### config.mk
export PLATFORM = sky130hd
export DESIGN_NAME = frame_readout
export DESIGN_NICKNAME = d
export VERILOG_FILES = /design/src/rtl/frame_readout_pkg.sv /design/src/rtl/frame_readout_sync.sv /design/src/rtl/frame_readout_cap.sv /design/src/rtl/frame_readout.sv
export SDC_FILE = /design/constraint.sdc
export NUM_CORES = 1
export LEC_CHECK = 0
export BUFFER_PORTS_ARGS = -buffer_cell sky130_fd_sc_hd__buf_2
export CORE_ASPECT_RATIO = 1.2
export CORE_MARGIN = 8
export CORE_UTILIZATION = 50
export DETAILED_ROUTE_END_ITERATION = 8
export GPL_ROUTABILITY_DRIVEN = 0
export PLACE_DENSITY = 0.71
export SLEW_MARGIN = 20
export SYNTH_ARGS = -nofsm -noshare
export SYNTH_HDL_FRONTEND = slang
export SYNTH_SLANG_ARGS = --single-unit
export TNS_END_PERCENT = 10
### constraint.sdc
create_clock -name clk -period 2.9 [get_ports clk]
set_input_delay 0.58 -clock clk [delete_from_list [all_inputs] [get_ports clk]]
set_output_delay 0.58 -clock clk [all_outputs]
set_load 0.02 [all_outputs]
### src/rtl/frame_readout_pkg.sv
package frame_readout_pkg;
    typedef enum logic [1:0] {
        ST_IDLE   = 2'd0,
        ST_RUN    = 2'd1,
        ST_REINIT = 2'd2
    } rb_state_e;
endpackage

### src/rtl/frame_readout_sync.sv
// Two-flop synchronizer with one extra stage for edge detection.
module frame_readout_sync (
    input  logic clk,
    input  logic rst_n,
    input  logic din,
    output logic rise,
    output logic fall
);
    logic [2:0] pipe_d, pipe_q;

    always_comb begin
        pipe_d = {pipe_q[1:0], din};
    end

    always_ff @(posedge clk or negedge rst_n) begin
        if (!rst_n) pipe_q <= '0;
        else        pipe_q <= pipe_d;
    end

    assign rise = pipe_q[1] & ~pipe_q[2];
    assign fall = ~pipe_q[1] & pipe_q[2];
endmodule

### src/rtl/frame_readout_cap.sv
// Snapshot of user signals (stored inverted) and merge into frame 0.
module frame_readout_cap #(
    parameter int FRAME_BITS = 32,
    parameter int CAP_BITS   = 4
) (
    input  logic                  clk,
    input  logic                  rst_n,
    input  logic                  grab,
    input  logic                  cap_on,
    input  logic [CAP_BITS-1:0]   usr,
    input  logic                  first,
    input  logic [FRAME_BITS-1:0] word_in,
    output logic [FRAME_BITS-1:0] word_out
);
    typedef struct packed {
        logic [CAP_BITS-1:0] snap;
        logic                on;
    } cap_t;

    cap_t cap_d, cap_q;

    always_comb begin
        cap_d = cap_q;
        if (grab) begin
            cap_d.on = cap_on;
            if (cap_on) cap_d.snap = ~usr;
        end
    end

    always_ff @(posedge clk or negedge rst_n) begin
        if (!rst_n) cap_q <= '0;
        else        cap_q <= cap_d;
    end

    always_comb begin
        word_out = word_in;
        if (first && cap_q.on) word_out[CAP_BITS-1:0] = cap_q.snap;
    end
endmodule

### src/rtl/frame_readout.sv
module frame_readout
    import frame_readout_pkg::*;
#(
    parameter int NFRAMES    = 8,
    parameter int FRAME_BITS = 32,
    parameter int CAP_BITS   = 4,
    parameter int LEAD       = 6,
    localparam int AW        = (NFRAMES > 1) ? $clog2(NFRAMES) : 1
) (
    input  logic                  clk,
    input  logic                  rst_n,
    input  logic                  trig_in,
    input  logic                  cap_en,
    input  logic                  abort_en,
    input  logic [CAP_BITS-1:0]   usr_sig,
    output logic                  rd_en,
    output logic [AW-1:0]         rd_addr,
    input  logic [FRAME_BITS-1:0] rd_data,
    output logic                  ser_out,
    output logic                  rb_active
);
    localparam int MAXC = (FRAME_BITS > NFRAMES) ? FRAME_BITS : NFRAMES;
    localparam int CW   = $clog2(MAXC + 1);
    localparam int FW   = $clog2(NFRAMES + 1);

    typedef struct packed {
        rb_state_e             st;
        logic [CW-1:0]         cnt;
        logic [FW-1:0]         fr;
        logic [FRAME_BITS-1:0] sh;
        logic                  dout;
    } seq_t;

    seq_t seq_d, seq_q;
    logic trig_rise, trig_fall, grab;
    logic [FRAME_BITS-1:0] frame_word;

    frame_readout_sync u_sync (
        .clk (clk),
        .rst_n (rst_n),
        .din (trig_in),
        .rise (trig_rise),
        .fall (trig_fall)
    );

    frame_readout_cap #(
        .FRAME_BITS (FRAME_BITS),
        .CAP_BITS   (CAP_BITS)
    ) u_cap (
        .clk      (clk),
        .rst_n    (rst_n),
        .grab     (grab),
        .cap_on   (cap_en),
        .usr      (usr_sig),
        .first    (seq_q.fr == '0),
        .word_in  (rd_data),
        .word_out (frame_word)
    );

    always_comb begin
        seq_d = seq_q;
        grab  = 1'b0;
        case (seq_q.st)
            ST_IDLE: begin
                if (trig_rise) begin
                    seq_d.st   = ST_RUN;
                    seq_d.cnt  = CW'(LEAD - 1);
                    seq_d.fr   = '0;
                    seq_d.sh   = '1;
                    seq_d.dout = 1'b1;
                    grab       = 1'b1;
                end
            end
            ST_RUN: begin
                if (abort_en && trig_fall) begin
                    seq_d.st   = ST_REINIT;
                    seq_d.cnt  = CW'(NFRAMES - 1);
                    seq_d.sh   = '1;
                    seq_d.dout = 1'b1;
                end else if (seq_q.cnt == '0) begin
                    if (seq_q.fr < FW'(NFRAMES)) begin
                        // start bit goes out while the fetched word is loaded
                        seq_d.dout = 1'b0;
                        seq_d.sh   = frame_word;
                        seq_d.cnt  = CW'(FRAME_BITS);
                        seq_d.fr   = seq_q.fr + 1'b1;
                    end else begin
                        seq_d.st   = ST_IDLE;
                        seq_d.dout = 1'b1;
                    end
                end else begin
                    seq_d.dout = seq_q.sh[FRAME_BITS-1];
                    seq_d.sh   = {seq_q.sh[FRAME_BITS-2:0], 1'b1};
                    seq_d.cnt  = seq_q.cnt - 1'b1;
                end
            end
            ST_REINIT: begin
                if (seq_q.cnt == '0) seq_d.st  = ST_IDLE;
                else                 seq_d.cnt = seq_q.cnt - 1'b1;
            end
            default: seq_d.st = ST_IDLE;
        endcase
    end

    always_ff @(posedge clk or negedge rst_n) begin
        if (!rst_n) begin
            seq_q.st   <= ST_IDLE;
            seq_q.cnt  <= '0;
            seq_q.fr   <= '0;
            seq_q.sh   <= '1;
            seq_q.dout <= 1'b1;
        end else begin
            seq_q <= seq_d;
        end
    end

    assign rb_active = (seq_q.st == ST_RUN);
    assign rd_en     = rb_active && (seq_q.cnt < CW'(LEAD)) && (seq_q.fr < FW'(NFRAMES));
    assign rd_addr   = seq_q.fr[AW-1:0];
    assign ser_out   = seq_q.dout;
endmodule

Word-level counts from Yosys, hierarchy flattened. Index checks and enable logic that the tools add are counted. W data, S select, Z words.

$add $sub $neg: 2. Reduce and logical (&&, ||, !) cells: 15. Bitwise gates (word level): 5. Equal/unequal tests: 11. Multiplexer cells: 19. $lt $le $gt $ge: 2.

Operator list (number): $pmux W37 S2 (1); $mux W33 (2); $mux W45 (1); $mux W42 (1); $pmux W6 S3 (1); $mux W4 (3); $mux W6 (2); $mux W8 (1); $ne A2 B2 Y1 const B (4); $reduce_and A4 Y1 (2); $logic_not A6 Y1 (1); $lt A6 B3 Y1 const B (1); $mux W2 (3); $pmux W2 S3 (1); $sub A6 B1 Y6 const B (1); $reduce_and A5 Y1 (1); $add A4 B1 Y4 const B (1); $logic_and A1 B1 Y1 (4); $logic_not A4 Y1 (1); $lt A4 B4 Y1 const B (1); $ne A2 B1 Y1 const B (2); $ne A4 B3 Y1 const B (1); $not A4 Y4 (1); $reduce_and A2 Y1 (2); other kinds (11) (15).

Logic and storage cells: 62. Register bits after elaboration: 53. Input bits: 41. Output and inout bits: 6.

Depth between registers and ports, before layout.
Word-level depth: 7. Mapped depth: 10.

Hierarchy. From an unflattened synthesis, not the netlist that was laid out.

Cells, all modules: 344. Area, all modules: 3427.0 sq um.

Modules (own cells, without submodules): frame_readout (times used 1, cells each 290, sequential area each 1167.4 sq um, area an instance 2872.8 sq um); frame_readout_cap (times used 1, cells each 49, sequential area each 125.1 sq um, area an instance 464.2 sq um); frame_readout_sync (times used 1, cells each 5, sequential area each 75.1 sq um, area an instance 90.1 sq um).

Worst setup path before layout. OpenSTA, ideal clock, no wires.

Path kind: register -> output. Start point: reg seq_q[44] (netlist bit). End point: out rd_en. Arrival: 2.039 ns. Cell stages (with the launch flop): 6. Setup slack: 0.281 ns. Buffers on the path: 1. Cells stage by stage: dfrtp_1 inv_1 ha_1 buf_2 nand2b_1 a2111oi_0.

Longest elaborated chain between the ends: 3.

Ends and longest elaborated chain: start, declared (RTL line frame_readout.sv:34) `seq_t seq_d, seq_q;`; start signal, assigned (RTL line frame_readout.sv:113) `seq_q <= seq_d;`; $eq A2 B1 Y1 (RTL line frame_readout.sv:117) `assign rb_active = (seq_q.st == ST_RUN);`; net rb_active (RTL line frame_readout.sv:20) `output logic rb_active`; $logic_and A1 B1 Y1 (2 in a row) (RTL line frame_readout.sv:118) `assign rd_en = rb_active && (seq_q.cnt < CW'(LEAD)) && (seq_q.fr < FW'(NFRAMES));`; end, declared (RTL line frame_readout.sv:16) `output logic rd_en,`.

The timed path passes the listed nets, and every way through them passes these cells.

Final worst setup path.
Start point: reg seq_q[44] (netlist bit). End point: out rd_en.

Longest elaborated chain between the ends: 3.

Ends and longest elaborated chain (RTL line): $eq A2 B1 Y1 (frame_readout.sv:117); $logic_and A1 B1 Y1 (2 in a row) (frame_readout.sv:118).

Every way passes these cells.

==> out/qor.yml <==
run_status: "completed"
h-tree-depth: 2
final_nets: 397
seq_area_mm2: 0.00137
async_flop_share_pct: 100
syn_nets: 359
yosysTopAreaCellShare_pct: 30.8
drt-wirelength-per-cell_um: 15.0
hold_buffers: 0
cts_buffer_depth: 2
syn_area_mm2: 0.00282
clock_sinks: 53
fin_ws_ps: 447
min_period_over_period_pct: 84.6
area_growth_pct: 13.3
crit_arrival_ps: 1870
grt_pass1_vias: 2471
yosysMostFrequentCell: "nand2_1"
yosysWarnings: 0
ant_nets: 0
antenna_cells: 0
fillers: 500
grt-ovfl-total: 0
max_freq_mhz: 408
crit_required_ps: 2320
crit_path_end_kind: "output pin"
critPathKind: "flip-flop to output pin"
vias: 2349
drive_gt1_share_pct: 29.3
worst_setup_path_start_kind: "flip-flop"
final_hold_viol_count: 0
postCtsSetupRepairBufs: 0
fin_crit_ps: 2450
rsz0062_at_grt: "no"
grt_usage_pct: 15.5
slew_headroom_pct: 49.1
synth_edf_count: 0
dp_slack_ps: 601
clockRootBuffer: "clkbuf_8"
die-width_um: 84.5
drv_cap: 0
totalNegativeSetupSlack_ps: 0
setup_violations: 0
synthTopCellsByCount: "71 x nand2_1, 41 x nor2_1, 33 x dfstp_2"
antenna_found_initial: 0
p_leak_nw: 1.46
synth.distinct_cells: 43
path_max_fanout: 11
drt_iter0_markers: 148
rows: 30
ioPinCount: 47
synth.avg_cell_area_um2: 9.04
cts-buffers-inserted: 5
initial_core_util_pct: 50.7
ir_drop_mv: 0.530
finalMaxSlewViolations: 0
fin_hold_ws_ps: 341
ys.flop_type: "dfstp_2"
multi_input_comb_area_mm2: 0.00131
p_per_area_mw_per_mm2: 1080
cts_tree: "done"
drtPass1Iterations: 4
grt_pass1_wl_um: 10800
wirelength_um: 6230
die_area_mm2: 0.00831
die_height_um: 98.3
place_hpwl_um: 4350
ys_seq_area_share_pct: 48.5
drc: 0
synth_top_cell_by_area: "dfstp_2"
clock_skew_ps: 5.27
postCtsResizedCells: 0
core-area_mm2: 0.00556
synth_area_leaders: "dfstp_2 31%, dfrtp_1 18%, nand2_1 9.5%"
worst_pin_slew_ps: 764
portBuffers: 46
vias_per_cell: 5.66
grt_max_degree: 65
worstSkewPairLatency_ps: 300
synthCells: 312
ys_ff_latch: 53
hold_class: "input port to async pin"
clk_pin_slew_ps: 90
-- cell type report --
type	instances	area share, %
clock buffers	8	2.82
well taps	64	2.51
flip-flops and latches	53	42.8
inverters	13	1.53
multi-input cells	224	41.1
repair buffers	53	9.25
-- report_power, final --
part	switching (W)	internal, W
logic	0.00103	0.000623
registers	0.000182	0.00118
clock network	0.000233	0.000195
-- cell families after synthesis --
group / after synthesis / synth area share (%)
buffers and inverters: 35 / 5.59
flip-flops: 53 / 48.5
multiplexers: 6 / 2.31
adder cells (fa/ha/maj): 6 / 2.66
AND/OR/NAND/NOR: 132 / 19.9
AO/OA/AOI/OAI: 80 / 21.0
-- per-layer routing --
layer / track usage (%) / routed length [µm]
met5: 0 / 0
met4: 5.63 / 108
met3: 4.20 / 266
met2: 26.5 / 3120
met1: 18.1 / 2740
-- placed cells by master, fill, tap and decap left out, drive strengths merged, types with 2 or more instances in the layout --
cell type	synthesis	final
a41oi	30	30
a22oi	2	2
nor2	42	42
inv	13	13
dfrtp	20	20
ha	6	6
a2111oi	2	2
mux2	4	4
a31oi	4	4
mux2i	2	2
o21bai	2	2
buf	10	53
nor4	2	2
nand2b	5	5
dfstp	33	33
and3b	2	2
clkbuf	12	8
o31ai	3	3
a21oi	13	13
o22ai	3	3
or2	2	2
o21ai	15	15
nand2	71	71
-- final timing paths --
| path | start | end | slack [ps] | cells past startpoint |
|---|---|---|---|---|
| hold / removal | rst_n | u_cap.cap_q[4] | 340 | 1 |
| min in group clk | u_sync.pipe_q[0] | u_sync.pipe_q[1] | 360 | 0 |
| hold reg to reg | u_sync.pipe_q[0] | u_sync.pipe_q[1] | 360 | 0 |
| setup / recovery | seq_q[44] | rd_en | 450 | 5 |
| setup reg to reg | seq_q[37] | seq_q[40] | 560 | 7 |
| max in group asynchronous | rst_n | seq_q[20] | 1740 | 2 |
-- stage by stage --
stage / std cells / utilization (%) / total power (W) / instance area (µm²)
3_3_place_gp: 407 / 55.9 / 0.00301 / 3100
4_1_cts: 415 / 57.5 / 0.00348 / 3190
2_1_floorplan: 312 / - / 0.00262 / 2820
5_1_grt: 415 / 57.5 / 0.00375 / 3190
3_5_place_dp: 407 / 55.9 / 0.00304 / 3100
6_report: 415 / 57.5 / 0.00345 / 3190
-- critical path, stage by stage, from the launching register on --
cell       delay [ps]
dfrtp_1           400
inv_1              90
ha_1              380
nand2b_1          170
a2111oi_0         300
buf_2             240
-- flip-flops by register name, summed over array words and instances, names as in the netlist --
name,count
rd_addr,3
u_cap.cap_q,5
seq_q,41
u_sync.pipe_q,3
ser_out,1
No activity file was read; power rests on OpenSTA's default activity.
